===== src/rtl/stage_seq_pkg.sv =====
package stage_seq_pkg;

  typedef enum logic [2:0] {
    ST_IDLE       = 3'd0,
    ST_PICK       = 3'd1,
    ST_STAGE      = 3'd2,
    ST_SMOOTH     = 3'd3,
    ST_SHOW_FINAL = 3'd4,
    ST_SHOW_MID   = 3'd5
  } seq_state_e;

  typedef enum logic [1:0] {
    PH_READ  = 2'd0,
    PH_VALID = 2'd1,
    PH_WAIT  = 2'd2
  } rd_phase_e;

  // Read-back sub-phase sequence; a done only counts while waiting.
  function automatic rd_phase_e phase_after(input rd_phase_e ph, input logic done);
    case (ph)
      PH_READ:  return PH_VALID;
      PH_VALID: return PH_WAIT;
      default:  return done ? PH_READ : PH_WAIT;
    endcase
  endfunction

endpackage


===== src/rtl/seq_addr_ctr.sv =====
module seq_addr_ctr #(
  parameter int W     = 10,
  parameter int COUNT = 1024
) (
  input  logic         clk,
  input  logic         clr,
  input  logic         inc,
  output logic [W-1:0] cnt,
  output logic         at_last
);
  localparam logic [W-1:0] LAST = W'(COUNT - 1);

  function automatic logic [W-1:0] bump(input logic [W-1:0] v);
    return (v == LAST) ? '0 : v + 1'b1;
  endfunction

  always_ff @(posedge clk) begin
    if (clr)      cnt <= '0;
    else if (inc) cnt <= bump(cnt);
  end

  assign at_last = (cnt == LAST);
endmodule


===== src/rtl/seq_hold_reg.sv =====
module seq_hold_reg #(
  parameter int W = 32
) (
  input  logic         clk,
  input  logic         rst,
  input  logic         load,
  input  logic [W-1:0] d,
  output logic [W-1:0] q
);
  always_ff @(posedge clk) begin
    if (rst)       q <= '0;
    else if (load) q <= d;
  end
endmodule


===== src/rtl/stage_smooth_seq.sv =====
module stage_smooth_seq
  import stage_seq_pkg::*;
#(
  parameter int NUM_DATA = 1024,
  parameter int ADDR_W   = 10,
  parameter int IN_W     = 64,
  parameter int OUT_W    = 32,
  parameter int MID_IDX  = NUM_DATA / 2
) (
  input  logic              clk,
  input  logic              rst,
  input  logic              start,
  input  logic              mode_sw,
  input  logic [IN_W-1:0]   rom_data,
  input  logic [OUT_W-1:0]  ram_rdata,
  input  logic              smooth_done,
  input  logic [OUT_W-1:0]  smooth_result,
  output logic [ADDR_W-1:0] rom_addr,
  output logic [ADDR_W-1:0] ram_addr,
  output logic              ram_we,
  output logic [OUT_W-1:0]  ram_wdata,
  output logic              ram_re,
  output logic              smooth_valid,
  output logic [OUT_W-1:0]  smooth_data,
  output logic              wr_done,
  output logic [2:0]        state_code,
  output logic [OUT_W-1:0]  disp_word
);
  localparam logic [ADDR_W-1:0] MID_A = ADDR_W'(MID_IDX);

  seq_state_e st_q, st_d;
  rd_phase_e  ph_q;
  logic       mode_q;

  logic [ADDR_W-1:0] w_idx, r_idx;
  logic              w_last, r_last;
  logic [OUT_W-1:0]  fin_q, mid_q;

  // Named internal events
  logic write_evt, read_evt, valid_evt, done_take, last_take, mid_take, pick_evt;
  assign write_evt = (st_q == ST_STAGE);
  assign read_evt  = (st_q == ST_SMOOTH) && (ph_q == PH_READ);
  assign valid_evt = (st_q == ST_SMOOTH) && (ph_q == PH_VALID);
  assign done_take = (st_q == ST_SMOOTH) && (ph_q == PH_WAIT) && smooth_done;
  assign last_take = done_take && r_last;
  assign mid_take  = done_take && (r_idx == MID_A);
  assign pick_evt  = (st_q == ST_PICK);

  generate
    if (IN_W > OUT_W) begin : g_hi
      logic unused_hi;
      assign unused_hi = ^rom_data[IN_W-1:OUT_W];
    end
  endgenerate

  seq_addr_ctr #(.W(ADDR_W), .COUNT(NUM_DATA)) u_wctr (
    .clk(clk), .clr(rst || pick_evt), .inc(write_evt), .cnt(w_idx), .at_last(w_last)
  );
  seq_addr_ctr #(.W(ADDR_W), .COUNT(NUM_DATA)) u_rctr (
    .clk(clk), .clr(rst || pick_evt), .inc(done_take && !r_last), .cnt(r_idx), .at_last(r_last)
  );
  seq_hold_reg #(.W(OUT_W)) u_fin (
    .clk(clk), .rst(rst), .load(last_take), .d(smooth_result), .q(fin_q)
  );
  seq_hold_reg #(.W(OUT_W)) u_mid (
    .clk(clk), .rst(rst), .load(mid_take), .d(smooth_result), .q(mid_q)
  );

  always_comb begin
    st_d = st_q;
    case (st_q)
      ST_IDLE:   if (start) st_d = ST_PICK;
      ST_PICK:   st_d = ST_STAGE;
      ST_STAGE:  if (w_last) st_d = ST_SMOOTH;
      ST_SMOOTH: if (last_take) st_d = mode_q ? ST_SHOW_MID : ST_SHOW_FINAL;
      default:   st_d = st_q;
    endcase
  end

  always_ff @(posedge clk) begin
    if (rst) begin
      st_q   <= ST_IDLE;
      ph_q   <= PH_READ;
      mode_q <= 1'b0;
    end else begin
      st_q <= st_d;
      ph_q <= (st_q == ST_SMOOTH) ? phase_after(ph_q, smooth_done) : PH_READ;
      if (pick_evt) mode_q <= mode_sw;
    end
  end

  assign rom_addr     = w_idx;
  assign ram_addr     = (st_q == ST_SMOOTH) ? r_idx : w_idx;
  assign ram_we       = write_evt;
  assign ram_wdata    = rom_data[OUT_W-1:0];
  assign ram_re       = read_evt;
  assign smooth_valid = valid_evt;
  assign smooth_data  = ram_rdata;
  assign wr_done      = write_evt && w_last;
  assign state_code   = st_q;
  assign disp_word    = (st_q == ST_SHOW_FINAL) ? fin_q :
                        (st_q == ST_SHOW_MID)   ? mid_q : '0;

  // Assertions
  AST_RESET_IDLE: assert property (@(posedge clk) rst |=> (state_code == 3'd0 && !ram_we && !ram_re && !smooth_valid && disp_word == '0));
  AST_IDLE_WAITS: assert property (@(posedge clk) disable iff (rst) (state_code == 3'd0 && !start) |=> state_code == 3'd0);
  AST_WRITE_STEP: assert property (@(posedge clk) disable iff (rst) (ram_we && !wr_done) |=> (ram_we && ram_addr == $past(ram_addr) + 1'b1));
  AST_LAST_WRITE: assert property (@(posedge clk) disable iff (rst) wr_done |=> (state_code == 3'd3 && ram_re && ram_addr == '0));
  AST_VALID_AFTER_READ: assert property (@(posedge clk) disable iff (rst) ram_re |=> (smooth_valid && ram_addr == $past(ram_addr)));
  AST_WAIT_NO_READ: assert property (@(posedge clk) disable iff (rst) smooth_valid |=> (!ram_re && !ram_we));
  AST_SHOW_HOLDS: assert property (@(posedge clk) disable iff (rst) (state_code == 3'd4 || state_code == 3'd5) |=> ($stable(state_code) && $stable(disp_word)));
endmodule


===== config.mk =====
export PLATFORM = sky130hd
export DESIGN_NAME = stage_smooth_seq
export DESIGN_NICKNAME = d
export VERILOG_FILES = /design/src/rtl/stage_seq_pkg.sv /design/src/rtl/seq_addr_ctr.sv /design/src/rtl/seq_hold_reg.sv /design/src/rtl/stage_smooth_seq.sv
export SDC_FILE = /design/constraint.sdc
export NUM_CORES = 1
export LEC_CHECK = 0
export CORE_MARGIN = 10
export CORE_UTILIZATION = 40
export DETAILED_ROUTE_END_ITERATION = 16
export GPL_ROUTABILITY_DRIVEN = 0
export MAX_ROUTING_LAYER = met4
export PLACE_DENSITY = 0.82
export SYNTH_ARGS = -nofsm -noshare
export SYNTH_HDL_FRONTEND = slang
export SYNTH_SLANG_ARGS = --single-unit

===== constraint.sdc =====
create_clock -name clk -period 2.6 [get_ports clk]
set_input_delay 0.65 -clock clk [delete_from_list [all_inputs] [get_ports clk]]
set_output_delay 0.65 -clock clk [all_outputs]
set_load 0.01 [all_outputs]

==> qor.txt <==
STA
-------------------------------------------------------------------------------------------
Highest attainable clock frequency                                                400.7 MHz
Slew at the pin with the worst max-slew slack                                      822.4 ps
Final-layout setup total negative slack                                                0 ps
Final period utilization                                                             0.9599
Worst rel slew slack                                                                 0.4517
Count of endpoints failing setup in the final report                                      0
RSZ-0062 raised after global routing                                                  false
Skew final                                                                         6.517 ps
Final Hold Violating Endpoints                                                            0
Max-slew violation count                                                                  0
Minimum period implied by the final worst setup slack                               2496 ps

GLOBAL ROUTE
-------------------------------------------------------------------------------------------
GRT met3 Usage                                                                      0.04568
Number of global-route vias before repair                                             4,379
Antenna violations before repair                                                          0
Met2 Use GR                                                                          0.2660
Routing layer with the top usage in global route                                       met2
Largest net degree at the start of global routing                                        69
Sum of overflow across all layers after global routing                                    0
GR Util met1                                                                         0.1871
Overall routing resource usage                                                       0.1641
Wire length of the first global-routing pass                                      21,850 um

DETAILED ROUTING
-------------------------------------------------------------------------------------------
Antenna violation net count after detailed routing                                        0
Number of design-rule violations left by the first detailed-router iteration            332
Average wire per cell in the routed design                                         18.63 um
Initial DRT Pass Iterations                                                               5
Routed wire length                                                                13,900 um
Post-DR vias/cell                                                                     6.066
Via count                                                                             4,525
DRC errors left                                                                           0

RUN
-------------------------------------------------------------------------------------------
Number of maximum-capacitance violations                                                  0

LOGIC SYNTHESIS
-------------------------------------------------------------------------------------------
Sequential area share after synthesis                                                0.3769
FFs w/ async S/R, synth                                                                   0
Post-synth EDFFs                                                                          0
Post-synthesis share of cell area spent on xor and xnor gates                       0.01649
Cell types occupying the most area after synthesis                             sky130_fd_sc_hd__dfxtp_1 (38%), sky130_fd_sc_hd__buf_4 (10%), sky130_fd_sc_hd__a21oi_1 (7.6%)
Fraction of synthesized cell area taken by the top area cell type                    0.3769
Number of standard cells after synthesis                                                587
Distinct cell type count of the synthesized netlist                                      45
Flip-flop and latch count after synthesis                                                90
Summed instance area of the synthesized netlist                                0.004781 sq mm
Syn Area/Cell                                                                   8.145 sq um
Post-Syn Nets                                                                           723
Top flip-flop cell by instance count after synthesis                           sky130_fd_sc_hd__dfxtp_1
Synthesized-area fraction occupied by and/or/nand/nor cells                          0.1840
Dominant combinational cell family by area after synthesis                     compound AO/OA/AOI/OAI gates
Adder and majority cell fraction of the synthesized area                           0.007851
Cell taking the most area after synthesis                                      sky130_fd_sc_hd__dfxtp_1
Warnings from Yosys                                                                       0
Proportion of synthesized area in mux cells                                        0.002094
Complex-gate fraction of the synthesized area                                        0.2515

WORST SETUP PATH
-------------------------------------------------------------------------------------------
Kind of start point of the critical path                                          flip-flop
Kind of end point of the critical path                                          output port
Peak fanout along the critical path                                                      10
Required time of the critical path                                                  1950 ps
Slowest stage cell on the critical path                                        sky130_fd_sc_hd__clkdlybuf4s50_1
Beginning of the critical path                                                 state_code[1]
Data arrival time of the critical path                                              1850 ps
Critical path's largest stage delay                                                  540 ps
Sequence of cells on the critical path                                         buf_4 > and3b_2 > nand2_1 > nand2_1 > clkdlybuf4s50_1
Start of the worst register-to-register path                                   u_rctr.cnt[5]
Crit Path Category                                                                  reg2out
Most common cell type on the critical path                                     sky130_fd_sc_hd__nand2_1

CLOCK NETWORK
-------------------------------------------------------------------------------------------
Inserted Clock Buffers                                                                    9
Number of sinks driven by the clock tree                                                 90
Insertion delay to the later sink of the worst-skew pair                             340 ps
Clock H-tree levels                                                                       3
Maximum clock path buffer count                                                           2
Clock slew seen by the registers of the worst setup and hold paths                    60 ps
TritonCTS clock tree                                                                   done
CTS Root Cell                                                                  sky130_fd_sc_hd__clkbuf_16

CELLS AND AREA
-------------------------------------------------------------------------------------------
Final Non-Filler Cells                                                                  746
P&R area growth vs syn                                                               19.34%
Count of nets after finishing                                                           734
Fraction of layout cells with a size suffix above 1                                 0.08292
Antenna diodes                                                                            0

POWER AND IR DROP
-------------------------------------------------------------------------------------------
Cell Pwr Density                                                               533.9 mW/mm^2
Leakage power total                                                             0.002144 uW
Worst vdd ir                                                                      0.3343 mV

DIE
-------------------------------------------------------------------------------------------
Die boundary height                                                                129.3 um
Die Span X                                                                         129.3 um
Total I/O pin count                                                                     256
Site Rows                                                                                39
Core Box Area                                                                  0.01156 sq mm
Initial core utilization                                                             0.4134
Overall die area                                                               0.01673 sq mm

PLACED DESIGN
-------------------------------------------------------------------------------------------
Post-placement cell count                                                               724
Post-DP HPWL                                                                        8925 um
Port Buffers                                                                             95

RUN STATUS
-------------------------------------------------------------------------------------------
Result of the run                                                              finished, final reports clean

HOLD PATH
-------------------------------------------------------------------------------------------
Min-Delay Path Class                                                                reg2reg
Worst Hold Launch                                                                u_fin.q[5]

## registers in the layout, indices dropped and copies added (netlist names)
| signal | cells |
|---|---|
| mode_q | 1 |
| ph_q | 2 |
| state_code | 3 |
| u_fin.q | 32 |
| u_mid.q | 32 |
| u_rctr.cnt | 10 |
| u_wctr.cnt | 10 |
## stage by stage
stage	util	hold slack, ps	total power (uW)	setup slack [ps]	cell area (sq um)
3_3_place_gp	0.4651	453.5	1846	124.9	5379
6_report	0.4933	471.7	3046	104.3	5705
4_1_cts	0.4908	471.7	3067	10.05	5675
5_1_grt	0.4933	488.9	3168	11.37	5705
3_5_place_dp	0.4651	463.3	1856	131.8	5379
2_1_floorplan	-	448.0	1770	329.6	4781
## kinds of logic (layout without fill, tap and decap cells)
| family | after synthesis | in the layout |
|---|---|---|
| AO/OA/AOI/OAI | 190 | 190 |
| AND/OR/NAND/NOR | 169 | 169 |
| buffers and inverters | 125 | 141 |
| flip-flops | 90 | 90 |
| XOR/XNOR | 9 | 9 |
| adder cells (fa/ha/maj) | 3 | 3 |
| multiplexers | 1 | 1 |
## critical path: cells and delay by family (launching register included)
family,cells,cell delay (ps)
DFF,1,320
and+or+nand+nor,3,470
buffers and inverters,2,710
## cell usage in the layout (no fill, tap or decap), types with 6 or more instances in the layout
| master | synthesis | routed |
|---|---|---|
| sky130_fd_sc_hd__dfxtp_1 | 90 | 90 |
| sky130_fd_sc_hd__a21oi_1 | 73 | 73 |
| sky130_fd_sc_hd__nand3_1 | 70 | 69 |
| sky130_fd_sc_hd__clkdlybuf4s50_1 | 0 | 51 |
| sky130_fd_sc_hd__o21ai_0 | 39 | 39 |
| sky130_fd_sc_hd__o31ai_1 | 35 | 35 |
| sky130_fd_sc_hd__dlygate4sd2_1 | 0 | 33 |
| sky130_fd_sc_hd__a22o_1 | 32 | 32 |
| sky130_fd_sc_hd__nand2_1 | 31 | 30 |
| sky130_fd_sc_hd__nor2_1 | 17 | 17 |
| sky130_fd_sc_hd__buf_4 | 66 | 17 |
| sky130_fd_sc_hd__nor3_1 | 9 | 9 |
| sky130_fd_sc_hd__clkbuf_16 | 0 | 9 |
| sky130_fd_sc_hd__dlymetal6s2s_1 | 0 | 9 |
| sky130_fd_sc_hd__xnor2_1 | 7 | 7 |
| sky130_fd_sc_hd__inv_1 | 6 | 6 |
| sky130_fd_sc_hd__nand4_1 | 6 | 6 |
## timing repair
item                                    4_1_cts  5_1_grt
pin swaps                                     0        1
hold buffers                                  0        0
gates cloned                                  1        0
setup buffers                                 4        1
endpoints found under the setup margin       45       12
gates resized for setup                      37       12
## power breakdown
part / internal, uW / switching (uW) / total (uW) / leakage, uW
clock network: 673 / 533 / 1210 / 0.000125
registers: 1400 / 19.7 / 1420 / 0.000725
logic: 208 / 210 / 418 / 0.00129
total: 2280 / 763 / 3050 / 0.00214
## final cells by class
type                    instances  area (sq um)
fillers                      1086          5859
well taps                     143         178.9
clock inverters                 4         27.53
flip-flops and latches         90          1802
multi-input cells             372          2240
repair buffers                119          1189
clock buffers                  12         246.5
inverters                       6         22.52
## cell usage after synthesis, types with 4 or more instances
cell type / count
sky130_fd_sc_hd__o31ai_1: 35
sky130_fd_sc_hd__inv_1: 6
sky130_fd_sc_hd__xnor2_1: 7
sky130_fd_sc_hd__a21oi_1: 73
sky130_fd_sc_hd__a211oi_1: 4
sky130_fd_sc_hd__clkbuf_1: 35
sky130_fd_sc_hd__nor3b_1: 4
sky130_fd_sc_hd__a22o_1: 32
sky130_fd_sc_hd__nor3_1: 9
sky130_fd_sc_hd__buf_4: 66
sky130_fd_sc_hd__nand2_1: 31
sky130_fd_sc_hd__nor4_1: 5
sky130_fd_sc_hd__nand4_1: 6
sky130_fd_sc_hd__o21ai_0: 39
sky130_fd_sc_hd__nand3_1: 70
sky130_fd_sc_hd__dfxtp_1: 90
sky130_fd_sc_hd__buf_6: 5
sky130_fd_sc_hd__nor2_1: 17
sky130_fd_sc_hd__buf_2: 13
## layer usage
metal	vias to the layer above	part of all wire
met2	226	0.49
met4	0	0.021
met3	38	0.085
met1	2165	0.40
li1	2096	-
met5	-	0
## path summary, 6_finish.rpt
path                   end  slack [ps]  depth (start not counted)
max reg2reg  state_code[1]         510                          4
min             u_fin.q[5]         470                          2
max            ram_addr[4]         100                          5
min reg2reg     u_fin.q[5]         470                          2
Power figures use the tool's default switching activity.
